[src/rtl/vreg_remap_pkg.sv]
package vreg_remap_pkg;

   // operand slot order; the mask bit of slot k sits at MASK_LSB + k
   localparam int SLOT_SRC0 = 0;
   localparam int SLOT_SRC1 = 1;
   localparam int SLOT_SRC2 = 2;
   localparam int SLOT_DST  = 3;
   localparam int NUM_SLOTS = 4;

   typedef enum logic {
      CFG_MODE  = 1'b0,
      CFG_INDEX = 1'b1
   } cfg_sel_e;

endpackage

[src/rtl/remap_cfg_regs.sv]
module remap_cfg_regs #(
   parameter int CFG_W    = 32,
   parameter int EN_BIT   = 27,
   parameter int OFS_W    = 8,
   parameter int MASK_LSB = 12,
   parameter int SLOTS    = 4
) (
   input  logic             clk,
   input  logic             rst,
   input  logic             wr_en,
   input  logic             wr_sel,
   input  logic [CFG_W-1:0] wr_data,
   output logic             en_q,
   output logic [OFS_W-1:0] ofs_q,
   output logic [SLOTS-1:0] mask_q
);
   import vreg_remap_pkg::*;

   localparam int MASK_MSB = MASK_LSB + SLOTS - 1;

   if (EN_BIT >= CFG_W) begin : g_bad_en
      $error("enable bit outside configuration word");
   end
   if (MASK_MSB >= CFG_W || OFS_W > MASK_LSB) begin : g_bad_fields
      $error("index register fields overlap or exceed the word");
   end

   // only the fields that are decoded are kept as flops
   always_ff @(posedge clk) begin
      if (rst) begin
         en_q   <= 1'b0;
         ofs_q  <= '0;
         mask_q <= '0;
      end else if (wr_en) begin
         if (cfg_sel_e'(wr_sel) == CFG_MODE) begin
            en_q <= wr_data[EN_BIT];
         end else begin
            ofs_q  <= wr_data[OFS_W-1:0];
            mask_q <= wr_data[MASK_MSB:MASK_LSB];
         end
      end
   end

endmodule

[src/rtl/remap_slot.sv]
module remap_slot #(
   parameter int OPND_W = 9,
   parameter int OFS_W  = 8
) (
   input  logic [OPND_W-1:0] opnd,
   input  logic              apply,
   input  logic [OFS_W-1:0]  ofs,
   input  logic [OPND_W-1:0] vcount,
   output logic [OPND_W-1:0] res
);
   localparam int NUM_W = OPND_W - 1;
   localparam logic [OPND_W-1:0] VREG_ZERO = {1'b1, {NUM_W{1'b0}}};

   if (OFS_W > NUM_W) begin : g_bad_ofs
      $error("offset wider than register number");
   end

   logic              is_vreg;
   logic [OPND_W-1:0] sum;
   logic              in_range;

   assign is_vreg  = opnd[OPND_W-1];
   // sum kept one bit wider than the register number so it never wraps
   assign sum      = {1'b0, opnd[NUM_W-1:0]} + OPND_W'(ofs);
   assign in_range = sum < vcount;

   always_comb begin
      if (!apply)
         res = opnd;
      else if (!is_vreg || !in_range)
         res = VREG_ZERO;
      else
         res = {1'b1, sum[NUM_W-1:0]};
   end

endmodule

[src/rtl/vreg_offset_remap.sv]
module vreg_offset_remap #(
   parameter int OPND_W   = 9,
   parameter int CFG_W    = 32,
   parameter int EN_BIT   = 27,
   parameter int OFS_W    = 8,
   parameter int MASK_LSB = 12
) (
   input  logic              clk,
   input  logic              rst,
   input  logic              cfg_we,
   input  logic              cfg_sel,
   input  logic [CFG_W-1:0]  cfg_wdata,
   input  logic              in_valid,
   input  logic [OPND_W-1:0] in_src0,
   input  logic [OPND_W-1:0] in_src1,
   input  logic [OPND_W-1:0] in_src2,
   input  logic [OPND_W-1:0] in_dst,
   input  logic [OPND_W-1:0] in_vcount,
   output logic              out_valid,
   output logic [OPND_W-1:0] out_src0,
   output logic [OPND_W-1:0] out_src1,
   output logic [OPND_W-1:0] out_src2,
   output logic [OPND_W-1:0] out_dst
);
   import vreg_remap_pkg::*;

   localparam int SLOTS = NUM_SLOTS;

   if (OPND_W < 2) begin : g_bad_opnd
      $error("operand field too narrow");
   end

   logic             cfg_en;
   logic [OFS_W-1:0] cfg_ofs;
   logic [SLOTS-1:0] cfg_mask;

   remap_cfg_regs #(
      .CFG_W   (CFG_W),
      .EN_BIT  (EN_BIT),
      .OFS_W   (OFS_W),
      .MASK_LSB(MASK_LSB),
      .SLOTS   (SLOTS)
   ) u_cfg (
      .clk    (clk),
      .rst    (rst),
      .wr_en  (cfg_we),
      .wr_sel (cfg_sel),
      .wr_data(cfg_wdata),
      .en_q   (cfg_en),
      .ofs_q  (cfg_ofs),
      .mask_q (cfg_mask)
   );

   logic [OPND_W-1:0] opnd_in [SLOTS];
   logic [OPND_W-1:0] res_d   [SLOTS];
   logic [OPND_W-1:0] res_q   [SLOTS];
   logic              vld_q;

   assign opnd_in[SLOT_SRC0] = in_src0;
   assign opnd_in[SLOT_SRC1] = in_src1;
   assign opnd_in[SLOT_SRC2] = in_src2;
   assign opnd_in[SLOT_DST]  = in_dst;

   for (genvar k = 0; k < SLOTS; k++) begin : g_slot
      remap_slot #(
         .OPND_W(OPND_W),
         .OFS_W (OFS_W)
      ) u_slot (
         .opnd  (opnd_in[k]),
         .apply (cfg_en & cfg_mask[k]),
         .ofs   (cfg_ofs),
         .vcount(in_vcount),
         .res   (res_d[k])
      );

      always_ff @(posedge clk) begin
         res_q[k] <= res_d[k];
      end
   end

   always_ff @(posedge clk) begin
      if (rst) vld_q <= 1'b0;
      else     vld_q <= in_valid;
   end

   assign out_valid = vld_q;
   assign out_src0  = res_q[SLOT_SRC0];
   assign out_src1  = res_q[SLOT_SRC1];
   assign out_src2  = res_q[SLOT_SRC2];
   assign out_dst   = res_q[SLOT_DST];

endmodule

[config.mk]
export PLATFORM = sky130hd
export DESIGN_NAME = vreg_offset_remap
export DESIGN_NICKNAME = d
export VERILOG_FILES = /design/src/rtl/vreg_remap_pkg.sv /design/src/rtl/remap_cfg_regs.sv /design/src/rtl/remap_slot.sv /design/src/rtl/vreg_offset_remap.sv
export SDC_FILE = /design/constraint.sdc
export NUM_CORES = 1
export LEC_CHECK = 0
export BUFFER_PORTS_ARGS = -buffer_cell sky130_fd_sc_hd__buf_2
export CAP_MARGIN = 25
export CORE_MARGIN = 10
export CORE_UTILIZATION = 33
export CTS_CLUSTER_DIAMETER = 30
export DETAILED_ROUTE_END_ITERATION = 10
export GPL_TIMING_DRIVEN = 0
export PLACE_DENSITY = 0.59
export SYNTH_ARGS = -nofsm -noshare
export SYNTH_HDL_FRONTEND = slang
export SYNTH_SLANG_ARGS = --single-unit
[constraint.sdc]
create_clock -name clk -period 4.3 [get_ports clk]
set_clock_uncertainty 0.1 [all_clocks]
set_input_delay 1.075 -clock clk [delete_from_list [all_inputs] [get_ports clk]]
set_output_delay 1.075 -clock clk [all_outputs]
set_load 0.005 [all_outputs]
==> results by group <==
Run status
  – Outcome: finished clean

CTS
  – Total CTS buffers: 5
  – Clock sinks: 50
  – Maximum buffer depth of the clock tree: 2
  – Clock latency on the worst-skew pair: approximately 0.32 ns
  – Root Buffer Master: clkbuf_8
  – CTS tree: yes
  – Clk slew on worst S/H paths: ~0.1 ns
  – H-Tree Depth: 2

Routing
  – Via/cell ratio: around 5.2
  – Drt first pass iters: 6
  – Routed WL: roughly 11 mm
  – Drt wl/cell: around 17 um
  – Detailed Route Iter0 Violations: 136
  – Vias: ~3,500
  – Number of antenna-violating nets in the routed design: 0
  – Drt drc: 0

Critical path
  – Crit path arrival time: between 4 and 5 ns
  – Critical Path Source: in_src1[0]
  – Crit. End Element: flip-flop
  – CP max FO: 5
  – CP cell instances: buf_2 -> ha_1 -> fa_1 -> a211oi_1 -> o21ai_0 -> a211oi_1 -> ha_1 -> a211oi_1 -> o21ai_0 -> a211oi_4 -> buf_4 -> a22o_1
  – CP max stage delay: 0.44 ns
  – Crit path top cell by count: a211oi_1
  – Slowest-stage cell, CP: fa_1
  – Critical path launch point type: input port
  – Critical Path Sink: res_q[1][5]
  – Worst r2r dst: res_q[0][7]
  – R2R Setup Slk: between 0.4 and 0.5 ns
  – Reg2reg start: u_cfg.ofs_q[1]
  – WP data required: approximately 4.5 ns
  – WS Path Type: in -> reg
  – Top delay family on crit path: compound AO/OA/AOI/OAI gates
  – Critical path buffer and inverter count: 2
  – CP Depth: 12
  – Reg2reg path depth: 10

Floorplanning
  – Chip height: ~130 um
  – Die area: approximately 0.016 mm^2
  – Initial Util: between 30% and 40%
  – IO Pins: about 120
  – Core area: between 0.01 and 0.015 mm^2
  – FP Rows: 38
  – Die width: ~130 um

Global routing
  – Pin count of the biggest net entering global routing: 18
  – Vias in the first global route: 3,478
  – First-pass GRT wire length: between 15 and 20 mm
  – Global Route Usage Sum: around 14%
  – Initial antenna violation count: 0
  – GR Overflow Total: 0

Logic synthesis
  – Synthesized cell area: about 0.0037 mm^2
  – Yosys cell types: 40
  – Syn Nets: 560
  – Yosys reg bits: 50
  – Post-synth ARST share: 0%
  – Syn avg cell area: between 8 and 9 um^2
  – Synth warn: 0
  – Top FF cell, synth: dfxtp_1
  – Post-synthesis cell count: 410
  – Number of flops mapped to enable cells by yosys: 0
  – Register area share after synthesis: a little over a quarter

STA
  – RSZ-0062 raised after global routing: no
  – Max Freq: between 0.2 and 0.25 GHz
  – Final worst slack: ~0.28 ns
  – Max Slew Vio Count: 0
  – Final period util: around 93%
  – Final hold vios: 0
  – Tmin final: around 4 ns
  – Setup violators final: 0
  – Slew Limit Headroom: 44.04%
  – Worst Hold Margin: approximately 0.38 ns
  – Worst slew pin tran: 0.8393 ns

Finish
  – Ratio of cells with drive above 1 in the final layout: a little under a quarter
  – Diodes inserted: 0
  – Most frequent cells in the layout: 99 x buf_2, 64 x ha_1, 50 x dfxtp_1
  – Final Net Count: 670
  – Area grow syn2layout: 22.32%
  – Finished Core Util: ~41%
  – Commonest non-fill, non-tap cell in the layout: buf_2

Placement
  – Place WS: -0.2023 ns
  – Gpl congestion: 0.8385
  – Post-detail-place hpwl: about 9.0 mm
  – PortBufs: 99

Power
  – Int Pwr: between 0.8 and 0.9 mW
  – Sequential power share: 41.1%
  – Pwr Density: about 270 mW/mm^2
  – Comb pwr share: around 30%
  – Leakage power: 2.275 nW
  – Clock share of power: a little under 30%
  – Switching share of power: roughly 32%
  – Total power: 1.229 mW
  – P_sw: roughly 0.4 mW
  – Max rail drop VDD: approximately 0.00012 V

Min path
  – Worst min path class: reg -> reg

Flow run
  – Max-cap violations: 0
[synthesized netlist by cell type (all sizes together) (3+ instances only)]
cell	instances	area (um^2)
and2	4	25.02
nand2	48	197.7
fa	4	80.08
nor2b	5	31.28
a21oi	37	185.2
nand3	8	40.04
nand2b	3	18.77
inv	22	82.58
o21a	8	60.06
clkbuf	3	11.26
ha	64	800.8
nor3	8	40.04
xor2	7	61.31
a22o	22	192.7
xnor2	8	70.07
o31ai	8	60.06
o211ai	10	75.07
o21ai	21	105.1
nor2	11	41.29
a211oi	17	157.7
a21o	20	150.1
dfxtp	50	1001
[flip-flops by register name, summed over array words and instances (netlist names)]
register      flops
out_valid         1
u_cfg.en_q        1
res_q            36
u_cfg.ofs_q       8
u_cfg.mask_q      4
[metrics by stage]
step,TNS [ns],area (um^2),std cells
after floorplan,0,3684,410
after global placement,-1.455,4354,649
after detailed placement,-2.145,4354,649
after CTS,0,4471,657
after global routing,0,4506,661
final,0,4506,661
[power by group through the flow]
| stage | combinational (mW) | sequential (mW) | clock (mW) |
|---|---|---|---|
| 3_5_place_dp | 0.366 | 0.516 | 0 |
| 2_1_floorplan | 0.244 | 0.513 | 0 |
| 5_1_grt | 0.420 | 0.507 | 0.385 |
| 4_1_cts | 0.367 | 0.505 | 0.368 |
| 6_report | 0.368 | 0.505 | 0.356 |
| 3_3_place_gp | 0.353 | 0.515 | 0 |
[routing by layer]
layer / global-route usage [%] / share of wire, %
met3: 3.230 / 4.3
met1: 16.84 / 48
met2: 23.51 / 46
met5: 0 / 0
met4: 3.794 / 2.0
[worst min-delay path by stage]
| stage | from | end | slack (ns) | cells past startpoint |
|---|---|---|---|---|
| 2_1_floorplan | u_cfg.mask_q[3] | u_cfg.mask_q[3] | 0.34 | 2 |
| 3_3_place_gp | u_cfg.mask_q[1] | u_cfg.mask_q[1] | 0.36 | 2 |
| 3_5_place_dp | u_cfg.mask_q[3] | u_cfg.mask_q[3] | 0.37 | 2 |
| 4_1_cts | u_cfg.mask_q[3] | u_cfg.mask_q[3] | 0.38 | 2 |
| 5_1_grt | u_cfg.mask_q[3] | u_cfg.mask_q[3] | 0.41 | 2 |
| 6_report | u_cfg.mask_q[3] | u_cfg.mask_q[3] | 0.38 | 2 |
[timing repair]
item | CTS | global route
resized for setup | 0 | 1
hold buffers | 0 | 0
setup endpoints to repair | 0 | 8
buffers inserted | 0 | 3
[worst reg2reg max path, stage by stage (launching register included)]
cell      delay (ns)
dfxtp_1         0.70
ha_1            0.36
a211oi_1        0.31
o21ai_0         0.21
a311o_1         0.40
and2_1          0.17
ha_1            0.29
a21o_1          0.18
a2111o_1        0.45
a211oi_4        0.37
a32o_1          0.23
[cells by family (layout without fill, tap and decap cells)]
group                    Yosys count  count (layout)  synth area share (%)
adder cells (fa/ha/maj)           68              68                 23.91
XOR/XNOR                          15              15                 3.567
multiplexers                       1               1                0.2717
flip-flops                        50              50                 27.17
AO/OA/AOI/OAI                    157             157                 30.37
AND/OR/NAND/NOR                   93              93                 11.85
buffers and inverters             26             137                 2.853
[final cells by class]
class	instances	area, um^2
Buffer	4	22.52
Clock buffer	5	68.82
Clock inverter	3	47.55
Fill cell	1110	6382
Inverter	22	82.58
Multi-Input combinational cell	334	2585
Sequential cell	50	1001
Tap cell	140	175.2
Timing Repair Buffer	103	523.0
Note: power is estimated with default switching activity, not from simulation.
